`src/rtl/wdt_pkg.sv`:
```
package wdt_pkg;
  typedef enum logic [1:0] {
    MODE_WDOG     = 2'd0,
    MODE_BUSMON   = 2'd1,
    MODE_TIMER    = 2'd2,
    MODE_WDOG_ALT = 2'd3
  } wdt_mode_e;

  localparam int unsigned KEY_W = 32;
  localparam logic [KEY_W-1:0] KEY_ARM  = 32'h0000_AAAA;
  localparam logic [KEY_W-1:0] KEY_FIRE = 32'h0000_5555;

  localparam logic SEL_RELOAD = 1'b0;
  localparam logic SEL_KEY    = 1'b1;
endpackage

```
`src/rtl/wdt_key_guard.sv`:
```
module wdt_key_guard
  import wdt_pkg::*;
#(
  parameter int unsigned DW = 32
) (
  input  logic          clk,
  input  logic          rst_n,
  input  logic          wr_en,
  input  logic          wr_sel,
  input  logic [DW-1:0] wr_data,
  output logic          svc_o
);
  logic armed_q;
  logic is_arm, is_fire;

  assign is_arm  = wr_en && (wr_sel == SEL_KEY) && (wr_data == DW'(KEY_ARM));
  assign is_fire = wr_en && (wr_sel == SEL_KEY) && (wr_data == DW'(KEY_FIRE));
  assign svc_o   = is_fire && armed_q;

  always_ff @(posedge clk) begin
    if (!rst_n)      armed_q <= 1'b0;
    else if (wr_en)  armed_q <= is_arm;
  end

  // a service disarms the guard
  a_r7_disarm_after_svc: assert property (@(posedge clk) disable iff (!rst_n)
    svc_o |=> !armed_q);
  // the guard is armed only by the arm key
  a_r7_arm_source: assert property (@(posedge clk) disable iff (!rst_n)
    $rose(armed_q) |-> $past(wr_en) && ($past(wr_data) == DW'(KEY_ARM)));
endmodule

```
`src/rtl/wdt_counter.sv`:
```
module wdt_counter #(
  parameter int unsigned CW = 32
) (
  input  logic          clk,
  input  logic          rst_n,
  input  logic          tick,
  input  logic          load,
  input  logic [CW-1:0] reload_val,
  output logic          expire_o
);
  logic [CW-1:0] cnt_q;
  logic          at_end;

  assign at_end   = (cnt_q <= CW'(1));
  assign expire_o = tick && !load && at_end;

  always_ff @(posedge clk) begin
    if (!rst_n)                cnt_q <= '1;
    else if (load || expire_o) cnt_q <= reload_val;
    else if (tick)             cnt_q <= cnt_q - CW'(1);
  end

  // one step per tick
  a_r1_step: assert property (@(posedge clk) disable iff (!rst_n)
    (tick && !load && !at_end) |=> cnt_q == $past(cnt_q) - CW'(1));
  // hold without tick or reload
  a_r1_hold: assert property (@(posedge clk) disable iff (!rst_n)
    (!tick && !load) |=> $stable(cnt_q));
  // reload wins over a tick
  a_r10_load_wins: assert property (@(posedge clk) disable iff (!rst_n)
    load |=> cnt_q == $past(reload_val));
  // expiry loads the reload value
  a_r2_expire_reload: assert property (@(posedge clk) disable iff (!rst_n)
    expire_o |=> cnt_q == $past(reload_val));
endmodule

```
`src/rtl/wdt_pulse.sv`:
```
module wdt_pulse #(
  parameter int unsigned LEN = 16
) (
  input  logic clk,
  input  logic rst_n,
  input  logic fire,
  output logic pulse_o
);
  localparam int unsigned PW = $clog2(LEN + 1);

  logic [PW-1:0] left_q;

  always_ff @(posedge clk) begin
    if (!rst_n)              left_q <= '0;
    else if (fire)           left_q <= PW'(LEN);
    else if (left_q != '0)   left_q <= left_q - PW'(1);
  end

  assign pulse_o = (left_q != '0);

  logic [PW:0] hi_run_q;
  always_ff @(posedge clk) begin
    if (!rst_n)       hi_run_q <= '0;
    else if (fire)    hi_run_q <= '0;
    else if (pulse_o) hi_run_q <= hi_run_q + (PW+1)'(1);
    else              hi_run_q <= '0;
  end

  // pulse follows an expiry on the next cycle
  a_r3_start: assert property (@(posedge clk) disable iff (!rst_n)
    fire |=> pulse_o);
  // pulse rises only after an expiry
  a_r3_rise_src: assert property (@(posedge clk) disable iff (!rst_n)
    $rose(pulse_o) |-> $past(fire));
  // pulse never drops before its full length
  a_r3_full_len: assert property (@(posedge clk) disable iff (!rst_n)
    $fell(pulse_o) |-> hi_run_q == (PW+1)'(LEN));
  // pulse never outlasts its length
  a_r3_no_overrun: assert property (@(posedge clk) disable iff (!rst_n)
    pulse_o |-> hi_run_q < (PW+1)'(LEN));
endmodule

```
`src/rtl/wdog_timer.sv`:
```
module wdog_timer
  import wdt_pkg::*;
#(
  parameter int unsigned CW        = 32,
  parameter int unsigned PULSE_LEN = 16
) (
  input  logic          clk,
  input  logic          rst_n,
  input  logic          tick_en,
  input  logic [1:0]    mode,
  input  logic          bus_act,
  input  logic          wr_en,
  input  logic          wr_sel,
  input  logic [CW-1:0] wr_data,
  output logic          timeout_o
);
  logic [CW-1:0] reload_q;
  logic          key_svc;
  logic          reload_evt;
  logic          expire;
  wdt_mode_e     mode_e;

  assign mode_e = wdt_mode_e'(mode);

  always_ff @(posedge clk) begin
    if (!rst_n)                                  reload_q <= '1;
    else if (wr_en && (wr_sel == SEL_RELOAD))    reload_q <= wr_data;
  end

  wdt_key_guard #(.DW(CW)) u_guard (
    .clk     (clk),
    .rst_n   (rst_n),
    .wr_en   (wr_en),
    .wr_sel  (wr_sel),
    .wr_data (wr_data),
    .svc_o   (key_svc)
  );

  always_comb begin
    unique case (mode_e)
      MODE_BUSMON: reload_evt = bus_act;
      MODE_TIMER:  reload_evt = wr_en && (wr_sel == SEL_KEY);
      default:     reload_evt = key_svc;
    endcase
  end

  wdt_counter #(.CW(CW)) u_cnt (
    .clk        (clk),
    .rst_n      (rst_n),
    .tick       (tick_en),
    .load       (reload_evt),
    .reload_val (reload_q),
    .expire_o   (expire)
  );

  wdt_pulse #(.LEN(PULSE_LEN)) u_pulse (
    .clk     (clk),
    .rst_n   (rst_n),
    .fire    (expire),
    .pulse_o (timeout_o)
  );

  // in bus-monitor mode key writes never reload
  a_r8_busmon_src: assert property (@(posedge clk) disable iff (!rst_n)
    (mode_e == MODE_BUSMON) |-> (reload_evt == bus_act));
  // reload register changes only on its own write
  a_r6_reload_write: assert property (@(posedge clk) disable iff (!rst_n)
    !(wr_en && wr_sel == SEL_RELOAD) |=> $stable(reload_q));
endmodule

```
`config.mk`:
```
export PLATFORM = sky130hd
export DESIGN_NAME = wdog_timer
export DESIGN_NICKNAME = d
export VERILOG_FILES = /design/src/rtl/wdt_pkg.sv /design/src/rtl/wdt_key_guard.sv /design/src/rtl/wdt_counter.sv /design/src/rtl/wdt_pulse.sv /design/src/rtl/wdog_timer.sv
export SDC_FILE = /design/constraint.sdc
export NUM_CORES = 1
export LEC_CHECK = 0
export ABC_CLOCK_PERIOD_IN_PS = 3700
export BUFFER_PORTS_ARGS = -buffer_cell sky130_fd_sc_hd__clkbuf_2
export CORE_MARGIN = 4
export CORE_UTILIZATION = 40
export CTS_CLUSTER_DIAMETER = 40
export DETAILED_ROUTE_END_ITERATION = 16
export PLACE_DENSITY = 0.64
export SYNTH_ARGS = -nofsm -noshare
export SYNTH_HDL_FRONTEND = slang
export SYNTH_SLANG_ARGS = --single-unit
```
`constraint.sdc`:
```
create_clock -name clk -period 3.7 [get_ports clk]
set_input_delay 0.74 -clock clk [delete_from_list [all_inputs] [get_ports clk]]
set_output_delay 0.74 -clock clk [all_outputs]
set_load 0.03 [all_outputs]
```
Word level (Yosys, flattened, before mapping)
Cells that the tools add are included.
{ "totals": {"regBits": 70} }
{ "classes": {"add_sub_neg": 2, "n_eq_ne": 4, "n_lt_le_gt_ge": 1, "n_bitwise": 2, "n_reduce_logical": 13, "n_mux": 5} }
{ "op_table": {"columns": ["op", "count"], "rows": [
  ["two-way mux 32 bit", 2],
  ["equality test 32 x 15 -> 1 bit, second input constant", 1],
  ["equality test 32 x 16 -> 1 bit, second input constant", 1],
  ["less-or-equal comparator 32 x 1 -> 1 bit, second input constant", 1],
  ["subtractor 32 x 1 -> 32 bit, second input constant", 1],
  ["two-way mux 5 bit", 2],
  ["logical AND 1 bit", 7],
  ["nonzero test 5 bit", 1],
  ["subtractor 5 x 1 -> 5 bit, second input constant", 1],
  ["nonzero test 2 bit", 2],
  ["equality test 2 x 1 -> 1 bit, second input constant", 1],
  ["equality test 2 bit, second input constant", 1],
  ["inverter 1 bit", 2],
  ["one-hot mux 1 bit (2 select lines)", 1],
  ["OR reduction 2 bit", 1],
  ["zero test 1 bit", 1],
  ["logical OR 1 bit", 1]
]} }

Logic depth before layout (Yosys ltp)
{ "logic_depth": {"depth_word": 9, "depth_mapped": 10} }

Cells and area by module
Synthesis repeated with hierarchy kept, for this count alone.
{ "hier_totals": {"hier_cells": 505, "hier_area_um2": 4264.1} }
{ "modules_own_cells": {"columns": ["module", "instances", "area_per_inst_um2", "seq_area_each_um2", "cells_each"], "rows": [
  ["wdt_counter", 1, 2265.9, 640.6, 307],
  ["wdog_timer", 1, 1555.2, 640.6, 151],
  ["wdt_pulse", 1, 235.2, 100.1, 24],
  ["wdt_key_guard", 1, 207.7, 20.0, 23]
]} }

Worst setup path before layout
OpenSTA, ideal clock, no wires.
{ "synth_timing": {"path_kind": "input -> register", "start": "input port wr_data[1]", "end": "register u_cnt.cnt_q[17]", "path_buffers": 1, "path_slack_ns": 1.076, "required_time_ns": 3.562, "t_arrival_ns": 2.486, "setup_time_ns": 0.138, "stages": 7, "cell_sequence": "or4bb_1 -> nor4_1 -> and4_1 -> nor3_1 -> buf_2 -> a221oi_1 -> o311ai_1"} }
{ "synth_between": {"elab_chain_cells": 9, "elab_cells_between_ends": 10, "classes_between": "eq/ne (1); mux (2); reduce/logical (7)"} }
{ "synth_lines": {"columns": ["item", "line_no", "source"], "rows": [
  ["from (decl)", "wdog_timer.sv:14", "input logic [CW-1:0] wr_data,"],
  ["equality test 32 x 15 -> 1 bit *", "wdt_key_guard.sv:17", "assign is_fire = wr_en && (wr_sel == SEL_KEY) && (wr_data == DW'(KEY_FIRE));"],
  ["logical AND 1 bit *", "wdt_key_guard.sv:17", null],
  ["logical AND 1 bit *", "wdt_key_guard.sv:18", "assign svc_o = is_fire && armed_q;"],
  ["one-hot mux 1 bit (2 select lines) *", "wdog_timer.sv:40", "unique case (mode_e)"],
  ["zero test 1 bit", "wdt_counter.sv:15", "assign expire_o = tick && !load && at_end;"],
  ["logical AND 1 bit (2 in a row)", "wdt_counter.sv:15", null],
  ["logical OR 1 bit *", "wdt_counter.sv:19", "else if (load || expire_o) cnt_q <= reload_val;"],
  ["two-way mux 32 bit / nonzero test 2 bit (equally long branches)", null, null],
  ["to (signal assigned)", "wdt_counter.sv:19", null],
  ["to (signal assigned)", "wdt_counter.sv:20", "else if (tick) cnt_q <= cnt_q - CW'(1);"],
  ["to (decl)", "wdt_counter.sv:11", "logic [CW-1:0] cnt_q;"]
]} }
Mark *: on every way between the ends. The rest lies on a longest branch, timed or not.
A chain may end at the register's enable or synchronous reset.

Final worst setup path
{ "layout_timing": {"start": "register u_cnt.cnt_q[4]", "end": "register u_cnt.cnt_q[24]"} }
{ "layout_between": {"elab_chain_cells": 4, "elab_cells_between_ends": 7, "classes_between": "add/sub (1); order compare (1); mux (2); reduce/logical (3)"} }
{ "layout_lines": {"columns": ["item", "line_no", "source"], "rows": [
  ["less-or-equal comparator 32 x 1 -> 1 bit", "wdt_counter.sv:14", "assign at_end = (cnt_q <= CW'(1));"],
  ["logical AND 1 bit", "wdt_counter.sv:15", null],
  ["logical OR 1 bit", "wdt_counter.sv:19", null],
  ["two-way mux 32 bit / nonzero test 2 bit (equally long branches)", null, null]
]} }
Parallel ways exist; a longest one is shown, timed or not. The select of a mux whose other input is x is not followed.

==> impl_metrics.json <==
{
  "cp.arrival_ns": 3.03,
  "setup_tns_ns": 0,
  "worstMarginPinSlew_ns": 1.17,
  "vias": 3822,
  "status": "finished clean",
  "synth_top_area_share": 0.370,
  "core-area_sq_mm": 0.00924,
  "cts-root-buf": "clkbuf_8",
  "htree_levels": 3,
  "antenna_found_initial": 0,
  "dpl.hpwl_um": 7770,
  "cts_hold_buf": 0,
  "numCtsBuffers": 9,
  "startpoint_type": "flip-flop",
  "ys_warn_count": 0,
  "timing.max_cap.violations": 0,
  "drive_gt1_frac": 0.152,
  "critPathKind": "flip-flop to flip-flop",
  "antenna_cells": 0,
  "crit_path_end_kind": "flip-flop",
  "period_share": 0.751,
  "ant_nets": 0,
  "clkSlewWorstSetupHoldPaths_ns": 0.08,
  "clk_latency_ns": 0.35,
  "wire_per_inst_um": 16.3,
  "synthToLayoutAreaGrowth_pct": 13.2,
  "power.density_mw_per_mm2": 443,
  "ios": 41,
  "max_slew_margin": 0.222,
  "syn_inst": 493,
  "die_area_sq_mm": 0.0111,
  "fin_skew_ns": 0.00817,
  "nFillCells": 939,
  "vias_per_cell": 5.84,
  "drt_pre_antenna_iters": 5,
  "async_reset_ff_frac": 0,
  "slew_viol_final": 0,
  "gr-total-overflow": 0,
  "cp_max_fo": 31,
  "peakVddDrop_mv": 0.224,
  "drt_iter0_drc": 238,
  "synthTopCellsByArea": "dfxtp_1 (37%), nand2_1 (10%), nand3_1 (6.3%), nor3_1 (4.5%), nor2_1 (3.6%)",
  "syn_nets": 539,
  "core.rowCount": 35,
  "hold_class": "flip-flop to flip-flop",
  "rsz0062_at_grt": "false",
  "port_buffers": 40,
  "synth-edff-count": 0,
  "grt_pass1_vias": 3521,
  "yosysTopAreaCell": "dfxtp_1",
  "cts_resized": 0,
  "fin_nets": 567,
  "start_util": 0.410,
  "grt_start_max_net_pins": 34,
  "drc_errors": 0,
  "ys_seq_area_frac": 0.370,
  "timing.fmax_mhz": 360,
  "synthDistinctLibCells": 60,
  "clock-sinks": 70,
  "cp.required_ns": 3.96,
  "tritoncts": "done",
  "dieWidth_um": 105,
  "syn_avg_cell_area_sq_um": 7.69,
  "syn-cell-area_sq_mm": 0.00379,
  "grt_pass1_wl_um": 17400,
  "hold_viol_final": 0,
  "p_total_uw": 1900,
  "grtUsageTotal": 0.190,
  "drt_wl_total_um": 10700,
  "clockBufferDepth": 2,
  "setup_viol": 0,
  "gp_congestion": 0.846,
  "synth_seq_cells": 70,
  "layout_min_cycle_time_ns": 2.78,
  "power_leakage_uw": 0.00170,
  "die_h_um": 105,
  "synth_flop_cell": "dfxtp_1",
  "final_common_cell": "nand2_1",
  "cts_setup_buffers": 0,
  "final_cell_mix": "nand2_1 (101), dfxtp_1 (70), nand3_1 (48)"
}
## through the flow
stage,utilization,cells,hold slack [ns],setup slack (ns),area (sq um)
final,0.464,655,0.473,0.922,4290
after global routing,0.464,655,0.497,0.553,4290
after CTS,0.464,655,0.478,0.873,4290
after floorplan,-,493,0.425,1.08,3790
after global placement,0.439,639,0.457,0.638,4060
after detailed placement,0.439,639,0.464,0.597,4060
## critical path, stage by stage (launching register included)
cell	delay (ns)
dfxtp_1	0.38
nor4_1	0.58
nand4_1	0.35
nor4_4	0.59
nor3_2	0.07
buf_4	0.25
o22a_1	0.22
a31o_2	0.23
## registers in the layout, indices dropped and copies added (netlist names)
register,cells
reload_q,32
u_guard.armed_q,1
u_pulse.left_q,5
u_cnt.cnt_q,32
## final timing paths
| path | start | end | slack (ns) | cells past startpoint |
|---|---|---|---|---|
| max | u_cnt.cnt_q[4] | u_cnt.cnt_q[24] | 0.92 | 7 |
| min | reload_q[5] | reload_q[5] | 0.47 | 2 |
| max reg2reg | u_cnt.cnt_q[4] | u_cnt.cnt_q[24] | 0.92 | 7 |
| min reg2reg | reload_q[5] | reload_q[5] | 0.47 | 2 |
## logic make-up (layout without fill, tap and decap cells)
kind of cell,Yosys count,count (layout),share of synthesized area
simple gates,295,295,0.406
xor+xnor,4,4,0.00924
flops,70,70,0.370
mux,2,2,0.00528
buf+inv,38,71,0.0485
fa+ha+maj,6,6,0.0198
compound gates,78,78,0.142
## layout make-up
cell class                 instances  area, sq um  share of cell area
multi-input combinational        385         2220               0.517
inverter                           9         33.8             0.00787
timing repair buffer              46          245              0.0572
sequential                        70         1400               0.327
clock inverter                     6         92.6              0.0216
clock buffer                      10          138              0.0321
tap                              129          161              0.0376
## power by group
| group | switching [uW] | internal [uW] |
|---|---|---|
| combinational | 197 | 125 |
| clock | 311 | 401 |
| sequential | 51.5 | 814 |
## synth_stat cells (2+ instances only)
| library cell | n |
|---|---|
| a211oi_1 | 5 |
| a21oi_1 | 7 |
| a221oi_1 | 4 |
| a311oi_1 | 2 |
| a31oi_1 | 4 |
| a32oi_1 | 2 |
| and3_1 | 4 |
| and4_1 | 2 |
| buf_1 | 3 |
| buf_2 | 6 |
| buf_6 | 3 |
| clkbuf_1 | 16 |
| dfxtp_1 | 70 |
| ha_1 | 6 |
| inv_1 | 9 |
| mux2i_1 | 2 |
| nand2_1 | 101 |
| nand3_1 | 48 |
| nand4_1 | 9 |
| nand4_2 | 2 |
| nor2_1 | 36 |
| nor3_1 | 34 |
| nor4_1 | 19 |
| nor4_2 | 3 |
| nor4_4 | 2 |
| nor4bb_1 | 5 |
| o2111ai_1 | 2 |
| o21a_1 | 2 |
| o21ai_0 | 14 |
| o21ai_1 | 5 |
| o22ai_1 | 8 |
| o311a_1 | 2 |
| o311ai_0 | 2 |
| o31a_1 | 2 |
| o31ai_1 | 10 |
| o32a_1 | 2 |
| or2_2 | 3 |
| or3_1 | 8 |
| or4_1 | 4 |
| or4bb_1 | 3 |
| xnor2_1 | 2 |
| xor2_1 | 2 |
## layer usage
metal	part of all wire	vias up	global-route usage
met5	0	-	0
met4	0.014	0	0.0487
met3	0.056	16	0.0349
met2	0.45	134	0.296
met1	0.48	1802	0.271
li1	-	1870	-
Power figures use the tool's default switching activity.
